File: config.mk
export PLATFORM = sky130hd
export DESIGN_NAME = ts_sched
export DESIGN_NICKNAME = d
export VERILOG_FILES = /design/src/rtl/sched_pkg.sv /design/src/rtl/sched_elig.sv /design/src/rtl/sched_pick.sv /design/src/rtl/ts_sched.sv
export SDC_FILE = /design/constraint.sdc
export NUM_CORES = 1
export LEC_CHECK = 0
export BUFFER_PORTS_ARGS = -buffer_cell sky130_fd_sc_hd__buf_2
export CAP_MARGIN = 10
export CORE_ASPECT_RATIO = 0.7
export CORE_MARGIN = 3
export CORE_UTILIZATION = 47
export CTS_CLUSTER_DIAMETER = 100
export CTS_CLUSTER_SIZE = 8
export DETAILED_ROUTE_END_ITERATION = 8
export PLACE_DENSITY = 0.85
export SLEW_MARGIN = 15
export SYNTH_ARGS = -nofsm -noshare
export SYNTH_HDL_FRONTEND = slang
export SYNTH_SLANG_ARGS = --single-unit
File: constraint.sdc
create_clock -name clk -period 3.8 [get_ports clk]
set_input_delay 0.76 -clock clk [delete_from_list [all_inputs] [get_ports clk]]
set_output_delay 0.76 -clock clk [all_outputs]
set_load 0.03 [all_outputs]
File: src/rtl/sched_pkg.sv
package sched_pkg;
    typedef enum logic {
        S_FIXED = 1'b0,
        S_SKIP  = 1'b1
    } sched_state_e;
endpackage

File: src/rtl/sched_elig.sv
module sched_elig #(
    parameter int N_CH = 8
) (
    input  logic [N_CH-1:0] ch_en,
    input  logic [N_CH-1:0] ch_susp,
    input  logic [N_CH-1:0] ch_busy,
    output logic [N_CH-1:0] fixed_ok,
    output logic [N_CH-1:0] skip_ok
);
    // Per-channel eligibility under each policy
    for (genvar c = 0; c < N_CH; c++) begin : g_ch
        assign fixed_ok[c] = ch_en[c] & ~ch_susp[c];
        assign skip_ok[c]  = ch_en[c] & ~ch_susp[c] & ~ch_busy[c];
    end
endmodule

File: src/rtl/sched_pick.sv
module sched_pick #(
    parameter int N_CH = 8,
    localparam int PW = $clog2(N_CH + 1)
) (
    input  logic [N_CH-1:0] cand,
    input  logic [PW-1:0]   start,
    output logic            found,
    output logic [PW-1:0]   idx
);
    logic [N_CH-1:0] window;

    // Keep only candidates at or after the current slot
    for (genvar c = 0; c < N_CH; c++) begin : g_win
        assign window[c] = cand[c] && (PW'(c) >= start);
    end

    // Lowest set bit of the window wins
    always_comb begin
        found = 1'b0;
        idx   = PW'(N_CH);
        for (int i = N_CH - 1; i >= 0; i--) begin
            if (window[i]) begin
                found = 1'b1;
                idx   = PW'(i);
            end
        end
    end
endmodule

File: src/rtl/ts_sched.sv
module ts_sched #(
    parameter int N_CH = 8
) (
    input  logic            clk,
    input  logic            rst,
    input  logic [N_CH-1:0] ch_en,
    input  logic [N_CH-1:0] ch_susp,
    input  logic [N_CH-1:0] ch_busy,
    input  logic            mode_sel,
    input  logic            cpu_req,
    output logic [N_CH:0]   grant,
    output logic            grant_vld
);
    import sched_pkg::*;

    localparam int          SLOTS     = N_CH + 1;
    localparam int          PW        = $clog2(SLOTS);
    localparam logic [PW-1:0] HOST_SLOT = PW'(N_CH);

    sched_state_e    state_q, state_nx;
    logic [PW-1:0]   slot_q, slot_nx;
    logic [N_CH-1:0] fixed_ok, skip_ok;
    logic [N_CH:0]   fixed_ext;
    logic            hit;
    logic [PW-1:0]   hit_idx;
    logic [PW-1:0]   pick_slot;
    logic            chan_take;
    logic            boundary;
    logic [N_CH:0]   grant_nx;
    logic            vld_nx;

    sched_elig #(.N_CH(N_CH)) u_elig (
        .ch_en    (ch_en),
        .ch_susp  (ch_susp),
        .ch_busy  (ch_busy),
        .fixed_ok (fixed_ok),
        .skip_ok  (skip_ok)
    );

    sched_pick #(.N_CH(N_CH)) u_pick (
        .cand  (skip_ok),
        .start (slot_q),
        .found (hit),
        .idx   (hit_idx)
    );

    // Host slot position is never a runnable channel
    assign fixed_ext = {1'b0, fixed_ok};

    // Slot choice and next state
    always_comb begin
        pick_slot = HOST_SLOT;
        chan_take = 1'b0;
        unique case (state_q)
            S_FIXED: begin
                pick_slot = slot_q;
                chan_take = fixed_ext[slot_q];
            end
            S_SKIP: begin
                pick_slot = hit ? hit_idx : HOST_SLOT;
                chan_take = hit;
            end
        endcase

        boundary = (pick_slot == HOST_SLOT);
        slot_nx  = boundary ? '0 : PW'(pick_slot + 1'b1);
        state_nx = state_q;
        if (boundary) begin
            state_nx = mode_sel ? S_SKIP : S_FIXED;
        end

        grant_nx = '0;
        if (chan_take) begin
            grant_nx = SLOTS'(1) << pick_slot;
        end else if (cpu_req) begin
            grant_nx[N_CH] = 1'b1;
        end
        vld_nx = chan_take | cpu_req;
    end

    // State register
    always_ff @(posedge clk) begin
        if (rst) begin
            state_q <= S_FIXED;
            slot_q  <= '0;
        end else begin
            state_q <= state_nx;
            slot_q  <= slot_nx;
        end
    end

    // Output register
    always_ff @(posedge clk) begin
        if (rst) begin
            grant     <= '0;
            grant_vld <= 1'b0;
        end else begin
            grant     <= grant_nx;
            grant_vld <= vld_nx;
        end
    end
endmodule

==> results.sh, run 1 <==
export IMPL_status="completed"
export IMPL_syn_area_um2=975.9
export IMPL_grt_ovfl_total=0
export IMPL_cts_clk_slew_worst_paths_ns=0.09
export IMPL_routed_top_layer="met4"
export IMPL_crit_required_ns=4.02
export IMPL_wirelength_um=2395
export IMPL_power_uw=354.9
export IMPL_cts_tree="done"
export IMPL_m1WireLength_um=1073
export IMPL_synth_warnings=0
export IMPL_wl_met2_um=1108
export IMPL_port_buffer_count=37
export IMPL_antenna_found_initial=0
export IMPL_areaGrowthSynthToFinish_pct=23.33
export IMPL_period_minus_slack_ns=3.293
export IMPL_dieHeight_um=44.13
export IMPL_post_synth_top_area_cell="dfxtp_1"
export IMPL_post_route_period_util_pct=86.67
export IMPL_coreArea_mm2=0.001903
export IMPL_pre_cts_ws_ns=0.2353
export IMPL_holdCritStartpoint="mode_sel"
export IMPL_async_reset_ff_share_pct=0
export IMPL_regArea_um2=300.3
export IMPL_rr_worst_depth=12
export IMPL_hold_violations=0
export IMPL_setup_viol=0
export IMPL_dieArea_mm2=0.002668
export IMPL_syn_nets=140
export IMPL_critPathCaptureType="flop"
export IMPL_syn_avg_cell_area_um2=9.036
export IMPL_antennaDiodeCount=0
export IMPL_setup_ws_ns=0.5067
export IMPL_ys_flop_type="dfxtp_1"
export IMPL_p_leak_uw=0.0005432
export IMPL_drv_slew=0
export IMPL_pin_count=38
export IMPL_maxCapViolations=0
export IMPL_start_util_pct=51.28
export IMPL_grt_pass1_wl_um=3933
export IMPL_synth_top_area_share_pct=30.77
export IMPL_gp_congestion=0.9014
export IMPL_tightest_slew_ns=0.6375
export IMPL_grtUsageTotal_pct=19.70
export IMPL_hold_end="state_q"
export IMPL_firstDrtPassIters=4
export IMPL_h_tree_depth=1
export IMPL_crit_path_max_incr_delay_ns=0.58
export IMPL_wl_per_cell_um=14.26
export IMPL_ys_types=50
export IMPL_hold_depth=3
export IMPL_crit_slowest_cell="a2111oi_0"
export IMPL_cp_start_kind="input port"
export IMPL_antenna_left=0
export IMPL_synth_edf_count=0
export IMPL_root_buffer="clkbuf_4"
export IMPL_crit_type="input port to flop"
export IMPL_dp_hpwl_um=1944
export IMPL_row_count=13
export IMPL_max_slew_margin_pct=56.40
export IMPL_holdWs_ns=0.7096
export IMPL_crit_top_cell="inv_1"
export IMPL_synth_most_common_cell="dfxtp_1"
export IMPL_p_per_area_mw_per_mm2=294.9
export IMPL_post_cts_resize_count=0
export IMPL_met3_length_um=194
export IMPL_synth_area_leaders="dfxtp_1, ha_1, inv_1"
export IMPL_finalSetupTns_ns=0
export IMPL_clock_sinks=15
export IMPL_viasPerCell=5.744
export IMPL_cts_hold_buf=0
export IMPL_ff2ff_setup_slack_ns=0.63
export IMPL_synth_seq_cells=15
export IMPL_worst_r2r_endpoint="slot_q[3]"
export IMPL_worstPathArrival_ns=3.51
export IMPL_rsz0062_at_grt="false"
export IMPL_fin_skew_ns=0.004666
export IMPL_die_x_um=60.47
export IMPL_syn_inst=108
export IMPL_grt_max_degree=13
export IMPL_remaining_drc_errors=0
export IMPL_fmax_ghz=0.3036
export IMPL_cts_buffer_depth=2
export IMPL_hold_path_class="input port to flop"
export IMPL_nFillCells=152
export IMPL_crit_chain="buf_2 > nand2b_1 > a2111oi_0 > o211ai_1 > a221oi_1 > or2_2 > inv_1 > ha_1 > inv_1 > nor3b_1 > a311o_1 > o21bai_1 > mux2i_1"
export IMPL_via_count=965
export IMPL_seq_area_frac_synth_pct=30.77
export IMPL_drive_gt1_share_pct=38.36
export IMPL_grt_pass1_vias=895
export IMPL_clk_latency_ns=0.29
export IMPL_peakVddDrop_v=0.0001954
export IMPL_finalNetCount=179
export IMPL_multi_input_area_um2=629.4
export IMPL_worstPathMaxFanout=4
export IMPL_synth_common_cells="dfxtp_1, inv_1, nor2_1"
export IMPL_drt_iter0_drc=25
export IMPL_r2r_start="slot_q[3]"
export IMPL_cts_buffers=3
export IMPL_post_cts_buffers=0
## stage by stage
step | util (%) | cell area [um2] | cells
global placement | 61.80 | 1176 | 164
floorplan | - | 975.9 | 108
CTS | 63.25 | 1204 | 168
detailed placement | 61.80 | 1176 | 164
finish | 63.25 | 1204 | 168
global route | 63.25 | 1204 | 168
## layer usage
metal	global-route usage, %	vias to the layer above
met4	4.329	0
met5	0	-
met1	26.64	439
met3	6.414	4
met2	30.82	48
li1	-	474
## layout by cell type (no fill, tap or decap), types with 3 or more instances in the layout
master and instances:
nor3_1 3, nor2b_1 3, ha_1 4, dfxtp_1 15
inv_1 9, and2_1 4, nor3b_1 3, nor2_2 4
a21oi_1 3, nand2b_1 5, clkbuf_4 3, nor2_1 8
buf_2 37
## worst max-delay path, delay by kind of cell
family / cells / cell delay [ns]
AND/OR/NAND/NOR: 3 / 0.44
multiplexers: 1 / 0.13
adder cells (fa/ha/maj): 1 / 0.23
AO/OA/AOI/OAI: 5 / 1.67
buffers and inverters: 3 / 0.26
## logic make-up after synthesis
group           after synthesis  synth area share (%)
fa+ha+maj                     4                 5.128
xor+xnor                      1                0.8976
buf+inv                      12                 4.743
mux                           3                 4.359
compound gates               22                 20.13
flops                        15                 30.77
simple gates                 51                 33.98
## how the worst max path moves through the flow
stage	cells after the start	slack (ns)	to	from
6_report	13	0.51	slot_q[3]	ch_susp[5]
5_1_grt	13	0.30	slot_q[3]	ch_susp[5]
2_1_floorplan	12	0.59	slot_q[3]	ch_susp[7]
4_1_cts	13	0.52	slot_q[3]	ch_susp[5]
3_3_place_gp	13	0.37	slot_q[3]	ch_susp[7]
3_5_place_dp	13	0.24	slot_q[3]	ch_susp[5]
## power by group
part	total (uW)	leakage, uW	switching (uW)	internal, uW
Clock	94.6	0.0000177	55.5	39.2
Sequential	174	0.000122	10.4	163
Combinational	86.4	0.000403	48.4	38.1
## registers in the layout (all words and copies together), names as in the netlist
signal and flops:
grant 9, slot_q 4, grant_vld 1, state_q 1
## layout make-up
type / instances / area share [%]
multi-input cells: 81 / 52.29
flip-flops and latches: 15 / 24.95
repair buffers: 37 / 15.38
inverters: 9 / 2.807
well taps: 22 / 2.287
clock buffers: 3 / 1.871
clock inverters: 1 / 0.4158
No activity file was read; power rests on OpenSTA's default activity.
==> run 2: changes to the inputs <==
- ABC_AREA: unset -> 1
- CTS_BUF_LIST: unset -> sky130_fd_sc_hd__clkbuf_4 sky130_fd_sc_hd__clkbuf_8 sky130_fd_sc_hd__clkbuf_16
- PLACE_DENSITY: 0.85 -> 0.86
==> run 2 against run 1 <==
Via count up 6.7%. Combinational power grew 44%. Worst setup slack gained 1.1 ns. Sequential share of layout area rose by 0.45 points. Sequential power about the same. Sequential cell count did not move. Synthesized area decreased by 2.6%. Non-clock buffer count unchanged. First-iteration DRC count rose by 150%. Final cell count rose by 27%. Utilization is 4.6 points higher. Clock power down 3.4%. Critical path type unchanged. Largest power group unchanged. Highest routed layer unchanged.
==> results.sh, run 2 <==
export IMPL_status="completed"
export IMPL_p_per_area_mw_per_mm2=331.5
export IMPL_critPathCaptureType="flop"
export IMPL_ys_flop_type="dfxtp_1"
export IMPL_ys_types=20
export IMPL_synth_warnings=0
export IMPL_viasPerCell=4.836
export IMPL_areaGrowthSynthToFinish_pct=24.34
export IMPL_nFillCells=159
export IMPL_crit_required_ns=4.02
export IMPL_grtUsageTotal_pct=19.49
export IMPL_grt_max_degree=10
export IMPL_final_cell_mix="buf_2, nand2_1, nor2_1"
export IMPL_wl_met2_um=1064
export IMPL_m1WireLength_um=1049
export IMPL_wirelength_um=2432
export IMPL_cts_clk_slew_worst_paths_ns=0.09
export IMPL_power_uw=391.9
export IMPL_regMostFlops="grant"
export IMPL_firstDrtPassIters=4
export IMPL_synth_seq_cells=15
export IMPL_crit_family="simple AND/OR/NAND/NOR gates"
export IMPL_async_reset_ff_share_pct=0
export IMPL_cts_buffer_depth=2
export IMPL_cts_buffers=3
export IMPL_row_count=12
export IMPL_rsz0062_at_grt="false"
export IMPL_grt_pass1_wl_um=3698
export IMPL_path_depth=14
export IMPL_cts_hold_buf=0
export IMPL_largest_reg_flops=9
export IMPL_clock_sinks=15
export IMPL_crit_buf_inv=3
export IMPL_drive_gt1_share_pct=30.73
export IMPL_syn_nets=184
export IMPL_crit_path_max_incr_delay_ns=0.24
export IMPL_syn_avg_cell_area_um2=6.256
export IMPL_finalNetCount=225
export IMPL_fin_skew_ns=0.002893
export IMPL_seq_area_frac_synth_pct=31.58
export IMPL_start_util_pct=54.60
export IMPL_fmax_ghz=0.4524
export IMPL_wl_per_cell_um=11.42
export IMPL_rr_worst_depth=12
export IMPL_crit_slowest_cell="ha_1"
export IMPL_routed_top_layer="met4"
export IMPL_cp_start_kind="input port"
export IMPL_dieArea_mm2=0.002608
export IMPL_root_buffer="clkbuf_4"
export IMPL_hold_violations=0
export IMPL_finalSetupTns_ns=0
export IMPL_die_x_um=59.76
export IMPL_post_synth_top_area_cell="dfxtp_1"
export IMPL_period_minus_slack_ns=2.210
export IMPL_post_route_period_util_pct=58.17
export IMPL_grt_ovfl_total=0
export IMPL_cts_tree="done"
export IMPL_antenna_found_initial=0
export IMPL_grt_pass1_vias=864
export IMPL_crit_type="input port to flop"
export IMPL_remaining_drc_errors=0
export IMPL_port_buffer_count=37
export IMPL_drt_iter0_drc=62
export IMPL_antenna_left=0
export IMPL_pin_count=38
export IMPL_synth_common_cells="nand2_1, nor2_1, inv_1"
export IMPL_top_regs="grant x9, slot_q x4"
export IMPL_drv_slew=0
export IMPL_p_leak_uw=0.0006741
export IMPL_synth_top_area_share_pct=31.58
export IMPL_gp_congestion=0.9498
export IMPL_syn_area_um2=950.9
export IMPL_post_cts_buffers=0
export IMPL_worstPathArrival_ns=2.43
export IMPL_h_tree_depth=1
export IMPL_worstPathMaxFanout=6
export IMPL_clk_latency_ns=0.29
export IMPL_maxCapViolations=0
export IMPL_setup_viol=0
export IMPL_synth_edf_count=0
export IMPL_peakVddDrop_v=0.0001873
export IMPL_multi_input_area_um2=523.0
export IMPL_regArea_um2=300.3
export IMPL_synth_most_common_cell="nand2_1"
export IMPL_hold_depth=2
export IMPL_hold_path_class="input port to flop"
export IMPL_via_count=1030
export IMPL_crit_chain="buf_2 > inv_1 > nor2_1 > nand3_1 > nand2_1 > nor2_4 > a21oi_1 > nand2_1 > nand2_2 > inv_1 > ha_1 > nand3_4 > nand2_2 > a21oi_1"
export IMPL_antennaDiodeCount=0
export IMPL_syn_inst=152
export IMPL_layout_commonest_cell="buf_2"
export IMPL_coreArea_mm2=0.001742
export IMPL_dieHeight_um=43.64
export IMPL_post_cts_resize_count=0
export IMPL_synth_area_leaders="dfxtp_1, nand2_1, nor2_1"
export IMPL_max_slew_margin_pct=78.93
export IMPL_met3_length_um=298
export IMPL_tightest_slew_ns=0.3157
export IMPL_dp_hpwl_um=2017
-- run 2: changes by cell type in the layout (fill, tap and decap cells not counted), moves of 5 or more --
cell,previous run,this run
inv_1,9,27
inv_2,0,5
nand2_1,2,34
nand2_2,0,6
nand2b_1,5,0
nand3_1,2,11
nor2_1,8,29
-- run 2: cell families (layout without fill, tap and decap cells) --
group	Yosys count	in the layout	synth area share, %
compound gates	13	13	8.816
fa+ha+maj	4	4	5.263
buf+inv	33	73	13.42
flops	15	15	31.58
simple gates	87	87	40.92
-- run 2: worst paths after layout --
| check | startpoint | end | slack [ns] |
|---|---|---|---|
| min reg2reg | state_q | state_q | 0.69 |
| max | ch_en[6] | slot_q[3] | 1.59 |
| min | rst | grant[8] | 0.68 |
| max reg2reg | slot_q[3] | slot_q[3] | 1.68 |
-- run 2: worst reg2reg max path: stages (launching register included) --
cell	delay, ns
dfxtp_1	0.40
nor2_1	0.25
nand3b_1	0.20
nand2_2	0.14
nor2_2	0.05
a21oi_1	0.18
nand2_1	0.09
nand2_2	0.12
inv_1	0.08
ha_1	0.24
nand3_4	0.11
nand2_2	0.07
a21oi_1	0.12
-- run 2: layout make-up --
type                    count  area share, %
flip-flops and latches     15          25.40
clock inverters             1         0.4233
repair buffers             37          15.66
clock buffers               3          1.905
inverters                  32          10.16
well taps                  21          2.222
multi-input cells         104          44.23
-- run 2: metal layers --
layer  up-vias  global-route usage [%]
met2        44                   26.51
li1        540                       -
met3         2                   11.61
met5         -                       0
met1       444                   26.39
met4         0                   3.982
-- run 2: power by group --
| group | internal (uW) | switching [uW] |
|---|---|---|
| clock network | 39.1 | 52.2 |
| logic | 44.9 | 78.8 |
| registers | 167 | 9.61 |
| total | 251 | 141 |
-- run 2: stage by stage --
| stage | hold WS, ns | setup slack [ns] | instance area, um2 | std cells | utilization (%) |
|---|---|---|---|---|---|
| after floorplan | 0.6030 | 1.732 | 950.9 | 152 | - |
| after global placement | 0.6746 | 1.439 | 1155 | 209 | 66.31 |
| after detailed placement | 0.6600 | 1.351 | 1155 | 209 | 66.31 |
| after CTS | 0.6727 | 1.658 | 1182 | 213 | 67.89 |
| after global routing | 0.6858 | 1.409 | 1182 | 213 | 67.89 |
| final | 0.6799 | 1.590 | 1182 | 213 | 67.89 |
==> run 3: changes to the inputs <==
- CORE_UTILIZATION: 47 -> 42
- PLACE_DENSITY: 0.86 -> 0.82
- clock period: 3.8 -> 1.96 ns (I/O delays scaled with it)
==> run 3 against run 2 <==
Register-to-register slack worse by 1.6 ns. Cell area up 7.5%. Final cell count grew 6.6%. Total power increased by 100%. Hold slack lost 0.37 ns. Non-clock buffer count grew 5. Clock power rose by 110%. Utilization shrank 4.3 points. Via count rose by 1.3%. Highest routed layer unchanged.
==> results.sh, run 3 (synthesized netlist as in run 2, its figures left out) <==
export IMPL_status="completed"
export IMPL_start_util_pct=47.53
export IMPL_finalNetCount=230
export IMPL_peakVddDrop_v=0.0002758
export IMPL_h_tree_depth=1
export IMPL_maxCapViolations=0
export IMPL_fin_skew_ns=0.002637
export IMPL_layout_commonest_cell="buf_2"
export IMPL_crit_slowest_cell="dfxtp_2"
export IMPL_max_slew_margin_pct=83.56
export IMPL_drt_iter0_drc=40
export IMPL_grt_ovfl_total=0
export IMPL_crit_top_cell="nand2_1"
export IMPL_largest_reg_flops=9
export IMPL_remaining_drc_errors=0
export IMPL_final_util_pct=63.54
export IMPL_placed_area_mm2=0.001204
export IMPL_dieHeight_um=45.81
export IMPL_dieArea_mm2=0.002880
export IMPL_cts_buffers=3
export IMPL_cp_start_kind="flop"
export IMPL_period_minus_slack_ns=1.837
export IMPL_root_buffer="clkbuf_4"
export IMPL_hold_depth=2
export IMPL_viasPerCell=4.595
export IMPL_crit_type="flop to flop"
export IMPL_regMostFlops="grant"
export IMPL_final_area_mm2=0.001271
export IMPL_clock_sinks=15
export IMPL_wl_per_cell_um=11.11
export IMPL_worst_r2r_endpoint="slot_q[2]"
export IMPL_dp_hpwl_um=2091
export IMPL_drive_gt1_share_pct=37.06
export IMPL_hold_violations=0
export IMPL_top_regs="grant x9, slot_q x4"
export IMPL_rsz0062_at_grt="false"
export IMPL_cts_clk_slew_worst_paths_ns=0.08
export IMPL_holdCritStartpoint="rst"
export IMPL_crit_required_ns=2.18
export IMPL_fmax_ghz=0.5445
export IMPL_antenna_left=0
export IMPL_p_leak_uw=0.0007040
export IMPL_grt_pass1_vias=954
export IMPL_via_count=1043
export IMPL_worstPathMaxFanout=5
export IMPL_cts_buffer_depth=2
export IMPL_p_per_area_mw_per_mm2=631.8
export IMPL_worstPathArrival_ns=2.05
export IMPL_gp_congestion=0.9156
export IMPL_grtUsageTotal_pct=18.87
export IMPL_r2r_start="slot_q[0]"
export IMPL_setup_viol=0
export IMPL_wirelength_um=2523
export IMPL_firstDrtPassIters=4
export IMPL_cts_hold_buf=0
export IMPL_hold_path_class="input port to flop"
export IMPL_tightest_slew_ns=0.2463
export IMPL_cts_tree="done"
export IMPL_areaGrowthSynthToFinish_pct=33.68
export IMPL_ff2ff_setup_slack_ns=0.12
export IMPL_hold_end="grant[8]"
export IMPL_final_cell_mix="buf_2, nand2_1, inv_1, nor2_1"
export IMPL_post_route_period_util_pct=93.71
export IMPL_grt_pass1_wl_um=4105
export IMPL_port_buffer_count=37
export IMPL_critPathCaptureType="flop"
export IMPL_grt_max_degree=9
export IMPL_die_x_um=62.87
export IMPL_crit_path_max_incr_delay_ns=0.40
export IMPL_rr_worst_depth=12
export IMPL_antennaDiodeCount=0
export IMPL_clk_latency_ns=0.29
export IMPL_drv_slew=0
export IMPL_antenna_found_initial=0
export IMPL_row_count=13
export IMPL_crit_chain="nand2_1 > nand3_1 > nand2_2 > nor2_2 > a21oi_2 > nand2_1 > nand2_2 > buf_4 > ha_1 > inv_1 > nand2_1 > a21oi_1"
export IMPL_pin_count=38
export IMPL_holdWs_ns=0.3058
export IMPL_coreArea_mm2=0.002001
run 3: what timing repair did:
| action | 4_1_cts | 5_1_grt |
|---|---|---|
| buffers inserted | 0 | 0 |
| resized for setup | 1 | 13 |
| setup endpoints to repair | 2 | 10 |
| cloned | 0 | 0 |
run 3: worst max-delay path by stage:
stage	slack, ns	from	end	depth (start not counted)
final	0.12	slot_q[0]	slot_q[2]	12
after CTS	0.05	slot_q[3]	slot_q[2]	12
after global placement	-0.009	ch_susp[2]	slot_q[3]	15
after floorplan	0.26	ch_en[6]	state_q	14
after global routing	0.004	slot_q[3]	slot_q[2]	12
after detailed placement	-0.03	ch_susp[6]	slot_q[2]	13
run 3: layout make-up:
type	count	area, um2
Inverter	32	120.1
Timing Repair Buffer	42	222.7
Tap cell	30	37.54
Multi-Input combinational cell	104	548.0
Clock buffer	4	30.03
Sequential cell	15	312.8
Fill cell	196	729.5
run 3: metrics by stage:
stage	worst slack, ns	total power (uW)	setup TNS [ns]	std cells
after floorplan	0.2601	518.4	0	152
after global placement	-0.008626	597.2	-0.008626	223
after detailed placement	-0.02870	604.5	-0.04739	223
after CTS	0.04833	794.2	0	227
after global routing	0.003812	854.9	0	227
final	0.1234	803.1	0	227
run 3: where the power goes:
| group | total (uW) | internal [uW] | switching, uW |
|---|---|---|---|
| combinational | 266 | 103 | 163 |
| clock | 192 | 93.2 | 99.0 |
| sequential | 345 | 325 | 20.5 |
| total | 803 | 521 | 283 |
run 3: layer usage:
metal | up-vias | global-route usage, % | wire, um
met5 | - | 0 | 0
met4 | 0 | 9.211 | 55
li1 | 548 | - | -
met3 | 6 | 6.173 | 241
met1 | 450 | 24.37 | 1147
met2 | 39 | 28.72 | 1078
run 3: worst max-delay path: cells and delay by family, from the launching register on:
| family | cells | cell delay [ns] |
|---|---|---|
| compound gates | 2 | 0.21 |
| fa+ha+maj | 1 | 0.20 |
| buf+inv | 2 | 0.24 |
| flops | 1 | 0.40 |
| simple gates | 7 | 0.70 |
